$ cat src/rtl/crc_chk_pkg.sv
package crc_chk_pkg;
  localparam int TBL_W = 17;

  // {hit, poly low terms}; leading term implied by length
  function automatic logic [TBL_W:0] default_poly(input logic [6:0] len);
    case (len)
      7'd4:    default_poly = {1'b1, 17'h00003};
      7'd5:    default_poly = {1'b1, 17'h00005};
      7'd6:    default_poly = {1'b1, 17'h00003};
      7'd7:    default_poly = {1'b1, 17'h00009};
      7'd8:    default_poly = {1'b1, 17'h00007};
      7'd16:   default_poly = {1'b1, 17'h01021};
      7'd17:   default_poly = {1'b1, 17'h00009};
      default: default_poly = '0;
    endcase
  endfunction
endpackage

$ cat src/rtl/crc_poly_dec.sv
module crc_poly_dec #(
  parameter int MAX_W = 17,
  parameter int CFG_W = 7,
  localparam int LEN_W = $clog2(MAX_W + 1)
) (
  input  logic             sel_poly_i,
  input  logic [CFG_W-1:0] cfg_i,
  output logic [LEN_W-1:0] len_o,
  output logic [MAX_W-1:0] poly_o,
  output logic             err_o
);
  logic [crc_chk_pkg::TBL_W:0] tbl;
  int unsigned deg;

  assign tbl = crc_chk_pkg::default_poly(7'(cfg_i));

  always_comb begin
    len_o  = LEN_W'(1);
    poly_o = MAX_W'(1);
    err_o  = 1'b1;
    deg    = 0;
    if (!sel_poly_i) begin
      if (tbl[crc_chk_pkg::TBL_W] && (int'(cfg_i) <= MAX_W)) begin
        len_o  = LEN_W'(cfg_i);
        poly_o = MAX_W'(tbl[crc_chk_pkg::TBL_W-1:0]);
        err_o  = 1'b0;
      end
    end else begin
      for (int i = 0; i < CFG_W; i++) begin
        if (cfg_i[i]) deg = i;
      end
      if (deg >= 1 && deg <= MAX_W) begin
        len_o  = LEN_W'(deg);
        poly_o = MAX_W'(cfg_i & ~(CFG_W'(1) << deg));
        err_o  = 1'b0;
      end
    end
  end
endmodule

$ cat config.mk
export PLATFORM = sky130hd
export DESIGN_NAME = crc_poly_dec
export DESIGN_NICKNAME = d
export VERILOG_FILES = /design/src/rtl/crc_chk_pkg.sv /design/src/rtl/crc_poly_dec.sv
export SDC_FILE = /design/constraint.sdc
export NUM_CORES = 1
export LEC_CHECK = 0
export BUFFER_PORTS_ARGS = -buffer_cell sky130_fd_sc_hd__buf_4
export CORE_AREA = 2 2 39 41
export DETAILED_ROUTE_END_ITERATION = 10
export DIE_AREA = 0 0 41 43
export GPL_ROUTABILITY_DRIVEN = 0
export PLACE_DENSITY_LB_ADDON = 0.12
export SYNTH_ARGS = -nofsm -noshare
export SYNTH_HDL_FRONTEND = slang
export SYNTH_SLANG_ARGS = --single-unit
$ cat constraint.sdc
create_clock -name vclk -period 3.04
set_input_delay 0.152 -clock vclk [all_inputs]
set_output_delay 0.152 -clock vclk [all_outputs]
set_load 0.005 [all_outputs]
# == Word level (Yosys, flattened, before mapping) ==
# Cells that the tools add are included.
# W data, S select, Z words.
# word_totals
register_bits,0
latch_bits,0
ram_bits,0
mem_bits_ro,0
out_inout_bits,23
mem_count,0
# classes
n_addsub,0
n_mul,0
div_mod_pow,0
magnitude_cmp,3
eq_ne,7
shift,1
mux,17
bitwise,2
n_reduce_logical,4
# ops
op,count
$mux W32,6
$pmux W18 S5,1
$mux W17,3
$ge A32 B1 Y1 const B,1
$le A32 B5 Y1 const B,1
$shl A1 B32 Y17 const A,1
$eq A7 B3 Y1 const B,4
$and A7 B17 Y17,1
$not A17 Y17,1
$mux W5,3
$eq A7 B5 Y1 const B,2
$eq A7 B4 Y1 const B,1
$le A7 B5 Y1 const B,1
$mux W1,4
$reduce_or A2 Y1,2
$logic_and A1 B1 Y1,2

# == Logic depth before layout (Yosys ltp) ==
# Gate-level depths: netlist (run 1).
# depth
ltp_word,12
mapped_depth,4
mapped_depth_nobuf,3

# == Worst setup path before layout (run 1) ==
# Ideal clock, no wire load.
# synth_path
path_type,in2out
start,in cfg_i[5]
end,out err_o
arrival_ns,1.231
required_time_ns,2.888
slack_ns,1.657
path_stages,4
path_buffers,1
path_cell_list,or3_1 -> buf_6 -> or4_4 -> a21oi_2
# synth_via
elab_chain_cells,7
# synth_rtl
item,line_no,source
from (decl),crc_poly_dec.sv:7,"input logic [CFG_W-1:0] cfg_i,"
$mux W32 (2 in a row),crc_poly_dec.sv:30,if (cfg_i[i]) deg = i;
$mux W32,crc_poly_dec.sv:22,if (!sel_poly_i) begin
$ge A32 B1 Y1 or $le A32 B5 Y1 (tied branches),crc_poly_dec.sv:32,if (deg >= 1 && deg <= MAX_W) begin
$logic_and A1 B1 Y1,crc_poly_dec.sv:32,
$mux W1,crc_poly_dec.sv:32,
$mux W1 (*),crc_poly_dec.sv:22,
to (decl),crc_poly_dec.sv:10,output logic err_o
# Every way passes the cells marked *; elsewhere a longest branch is shown, timed or not. The select of a mux whose other input is x is not followed.

# == Worst setup path after layout (run 1) ==
# layout_path
start,in cfg_i[4]
end,out err_o
# layout_via
elab_chain_cells,8
# layout_rtl
item,line_no
$mux W32 (3 in a row),crc_poly_dec.sv:30
$mux W32,crc_poly_dec.sv:22
$ge A32 B1 Y1 or $le A32 B5 Y1 (tied branches),crc_poly_dec.sv:32
$logic_and A1 B1 Y1,crc_poly_dec.sv:32
$mux W1,crc_poly_dec.sv:32
$mux W1 (*),crc_poly_dec.sv:22
# Marked as above.

==> run_results.csv, run 1 <==
group,metric,value,unit
global_route,initial_antenna_violation_count,0,
critical_path,path_class,"input port to output port",
power,clk_network_pwr_share,0,%
synth,yosysTopAreaCellShare,18.3,%
finish,flops_and_latches,0,
finish,n_clock_buffer,0,
die,die_area,1760,um2
detailed_routing,wl,1030,um
synth,yosys-top-cells-area,"sky130_fd_sc_hd__buf_4 18%, sky130_fd_sc_hd__o31ai_1 7.3%, sky130_fd_sc_hd__o41ai_1 6.4%, sky130_fd_sc_hd__a21oi_1 4.9%, sky130_fd_sc_hd__nand3_1 3.7%",
global_route,first_global_vias,353,
critical_path,startpoint_kind_of_the_worst_setup_timing_path,"input port",
flow_run,reported_max_cap_violation_count,0,
synth,post_synthesis_instance_total,63,
global_route,grt_max_degree,15,
sta,report.final.hold_viol_count,0,
sta,worst_slack,1.39,ns
sta,final-setup-viol-count,0,
detailed_routing,wl_met3,65,um
global_route,grt_remaining_overflow,0,
detailed_routing,drtPass1Iterations,2,
detailed_routing,wl_met2,447,um
worst_hold_path,hold_path_class,"input port to output port",
die,die_w,41,um
die,dieHeight,43,um
power,share_comb_of_total_power,100.0,%
finish,post-route-util,37.3,%
synth,seq_area_frac_synth,0,%
detailed_routing,detailroute.via_count,463,
finish,post_route_cells_drive_above_1_share,32.5,%
synth,synth_top_area_cell,"sky130_fd_sc_hd__buf_4",
power,p_seq_share,0,%
detailed_routing,dr.first_iter.drc_count,3,
global_route,grt_util_all_layers,12.2,%
detailed_routing,route.layer.met1.wl,513,um
clock_tree,number_of_buffers_added_to_fix_hold_violations_after_cts,0,
sta,final_max_slew_viol_count,0,
power,vdd_ir_drop_max,0.0483,mV
detailed_routing,route.detailed.vias_per_inst,4.98,
critical_path,critical_path.endpoint_type,"output port",
sta,setup-tns-final,0,ns
power,swShare,53.2,%
critical_path,worstPathMaxFanout,12,
power,p_total,60.7,uW
sta,min_period,1.65,ns
die,core.rowCount,14,
power,power.net_switching,32.3,uW
power,p_int,28.4,uW
power,p_leak,0.000250,uW
synth,synth.most_common_cell,"sky130_fd_sc_hd__buf_4",
power,power.density_cell_area,118,nW/um2
finish,areaGrowthSynthToFinish,25.6,%
global_route,grt_first_pass_wirelength,1650,um
placement,dpl.hpwl,749,um
finish,antenna_cells_inserted,0,
clock_tree,postCtsResizedCells,0,
sta,final.period_utilization,54.3,%
finish,layout.nets,87,
synth,synthesis.yosys.warnings,0,
die,ios,31,
detailed_routing,drc_errors,0,
detailed_routing,wire_per_inst,11.0,um
sta,rsz0062_at_grt,"no",
sta,holdWs,0.608,ns
synth,post_synth.cell_area_avg,6.51,um2
critical_path,worst-endpoint-arrival,1.50,ns
finish,final-seq-area,0,um2
synth,mappedNetlistArea,410,um2
die,coreArea,1380,um2
detailed_routing,top_layer_used,"met3",
synth,post_synth_num_cell_types,30,
placement,port-buffer-count,21,
placement,place_ws,1.38,ns
run_status,status,"completed",
detailed_routing,ant_nets,0,
sta,clock.fmax,605,MHz
critical_path,worstPathRequired,2.89,ns
clock_tree,post_cts.repair.setup_buffers,0,
die,floorplan.initialDensity,29.7,%
## cell usage in the layout (no fill, tap or decap), drive strengths merged, types with 2 or more instances in the layout
cell type / netlist / layout
conb: 1 / 10
o31ai: 4 / 4
nand2b: 2 / 2
buf: 12 / 21
nor2: 4 / 4
nand2: 4 / 4
a21oi: 5 / 5
nand3: 3 / 3
o41ai: 3 / 3
inv: 4 / 4
nor3b: 2 / 2
## cell type report
| cell class | count | area (um2) |
|---|---|---|
| fillers | 164 | 868 |
| well taps | 16 | 20.0 |
| repair buffers | 21 | 158 |
| inverters | 4 | 15.0 |
| multi-input cells | 52 | 323 |
## worst max-delay path: stages
cell and delay (ns):
sky130_fd_sc_hd__buf_4 0.15, sky130_fd_sc_hd__or3_1 0.48, sky130_fd_sc_hd__or4_4 0.46, sky130_fd_sc_hd__a21oi_2 0.14
sky130_fd_sc_hd__buf_4 0.11
## cells by family (layout without fill, tap and decap cells)
logic type | count (synthesis) | in the layout | synth area share, %
AND/OR/NAND/NOR | 23 | 23 | 34.8
buffers and inverters | 20 | 25 | 29.6
AO/OA/AOI/OAI | 19 | 19 | 34.8
other | 1 | 10 | 0.914
## worst paths after layout
check     start          to  slack, ns  depth (start not counted)
max    cfg_i[4]       err_o       1.39                          5
min    cfg_i[0]  poly_o[12]       0.61                          3
## through the flow
step                      instance area [um2]  std cells
after floorplan                           444         72
after global placement                    515         93
after detailed placement                  515         93
after CTS                                 515         93
after global routing                      515         93
final                                     515         93
## layer usage
| layer | GRT usage (%) | vias to the layer above |
|---|---|---|
| met1 | 20.9 | 207 |
| met5 | 0 | - |
| met2 | 17.5 | 16 |
| li1 | - | 240 |
| met4 | 0 | 0 |
| met3 | 0 | 0 |
## power groups by stage
stage / clock network, uW / registers (uW) / logic [uW]
6_report: 0 / 0 / 60.7
5_1_grt: 0 / 0 / 68.0
4_1_cts: 0 / 0 / 60.8
3_5_place_dp: 0 / 0 / 60.7
3_3_place_gp: 0 / 0 / 61.6
2_1_floorplan: 0 / 0 / 43.1
Note: power is estimated with default switching activity, not from simulation.
==> run 2: changes to the inputs <==
- clock period: 3.04 -> 1.5 ns (I/O delays scaled with it)
==> run_results.csv, run 2 (same netlist as run 1, synthesis figures left out) <==
group,metric,value,unit
sta,final_max_slew_viol_count,0,
die,ios,31,
power,p_leak,0.000269,uW
clock_tree,post_cts.repair.setup_buffers,0,
detailed_routing,drtPass1Iterations,3,
detailed_routing,wire_per_inst,11.9,um
sta,rsz0062_at_grt,"no",
detailed_routing,route.detailed.vias_per_inst,4.98,
finish,final-seq-area,0,um2
sta,setup-tns-final,0,ns
worst_hold_path,hold_end,"poly_o[12]",
sta,timing.max_slew.rel_slack,61.5,%
power,power.density_cell_area,242,nW/um2
worst_hold_path,worstHoldPathCells,3,
sta,final-setup-viol-count,0,
critical_path,critical_path_cell_sequence,"buf_4, or3_1, or4_4, a21oi_2, buf_4",
critical_path,path_class,"input port to output port",
worst_hold_path,hold_path_class,"input port to output port",
critical_path,cpPeakStageDelay,0.47,ns
critical_path,worstPathRequired,1.42,ns
global_route,grt_remaining_overflow,0,
die,die_w,41,um
finish,layout.cells.most_common,"sky130_fd_sc_hd__buf_4",
critical_path,worst-endpoint-arrival,1.38,ns
sta,tightest_slew,0.573,ns
global_route,grt_util_all_layers,13.3,%
global_route,initial_antenna_violation_count,0,
worst_hold_path,worstHoldStart,"cfg_i[0]",
run_status,status,"completed",
detailed_routing,wl,1160,um
detailed_routing,drc_errors,0,
finish,layout_common_cells,"25 x sky130_fd_sc_hd__buf_4, 10 x sky130_fd_sc_hd__conb_1",
clock_tree,number_of_buffers_added_to_fix_hold_violations_after_cts,0,
placement,dpl.hpwl,842,um
finish,n_clock_buffer,0,
finish,areaGrowthSynthToFinish,32.9,%
die,die_area,1760,um2
die,coreArea,1380,um2
global_route,first_global_vias,402,
critical_path,worstPathMaxFanout,7,
finish,flops_and_latches,0,
die,floorplan.initialDensity,29.7,%
placement,port-buffer-count,21,
flow_run,reported_max_cap_violation_count,0,
sta,min_period,1.45,ns
global_route,grt_max_degree,15,
die,dieHeight,43,um
global_route,grt_first_pass_wirelength,1780,um
finish,post_route_cells_drive_above_1_share,35.8,%
clock_tree,postCtsResizedCells,0,
sta,clock.fmax,687,MHz
detailed_routing,ant_nets,0,
finish,layout.nets,91,
critical_path,critical_path.endpoint_type,"output port",
sta,final.period_utilization,97.0,%
detailed_routing,dr.first_iter.drc_count,2,
finish,antenna_cells_inserted,0,
power,vdd_ir_drop_max,0.0933,mV
critical_path,worst_path_slowest_cell,"sky130_fd_sc_hd__or3_1",
sta,report.final.hold_viol_count,0,
critical_path,crit_path_frequent_cell,"sky130_fd_sc_hd__buf_4",
die,core.rowCount,14,
sta,holdWs,0.451,ns
critical_path,startpoint_kind_of_the_worst_setup_timing_path,"input port",
detailed_routing,detailroute.via_count,483,
[run 2: through the flow]
stage	setup slack (ns)	std cells	util [%]	cell area [um2]	total power, uW
floorplan	0.271	72	-	444	87.4
global placement	0.0481	97	39.4	546	131
detailed placement	0.0439	97	39.4	546	132
CTS	0.0431	97	39.4	546	132
global route	0.00639	97	39.4	546	147
finish	0.0451	97	39.4	546	132
[run 2: routing by layer]
layer / track usage (%) / part of all wire [%] / vias to the layer above
met5: 0 / 0 / -
met4: 0 / 0 / 0
met3: 0 / 5.3 / 0
met2: 20.3 / 46 / 16
met1: 21.5 / 49 / 217
li1: - / - / 250
[run 2: worst max-delay path, delay by kind of cell]
kind            cells  cell delay (ns)
compound gates      1             0.14
buf+inv             2             0.23
simple gates        2             0.93
[run 2: cell type report]
class,instances,area [um2]
fill,165,838
tap,16,20.0
timing repair buffer,25,188
multi-input combinational,52,323
inverter,4,15.0
[run 2: how the worst max path moves through the flow]
stage	startpoint	to	slack [ns]	cells past startpoint
final	cfg_i[5]	err_o	0.05	5
after global placement	cfg_i[5]	err_o	0.05	5
after CTS	cfg_i[5]	err_o	0.04	5
after global routing	cfg_i[5]	err_o	0.006	5
after floorplan	cfg_i[5]	err_o	0.27	4
after detailed placement	cfg_i[5]	err_o	0.04	5
[run 2: report_power, final]
part / switching, uW / leakage [uW] / internal (uW)
combinational: 68.6 / 0.000269 / 63.3
clock: 0 / 0 / 0
sequential: 0 / 0 / 0
total: 68.6 / 0.000269 / 63.3
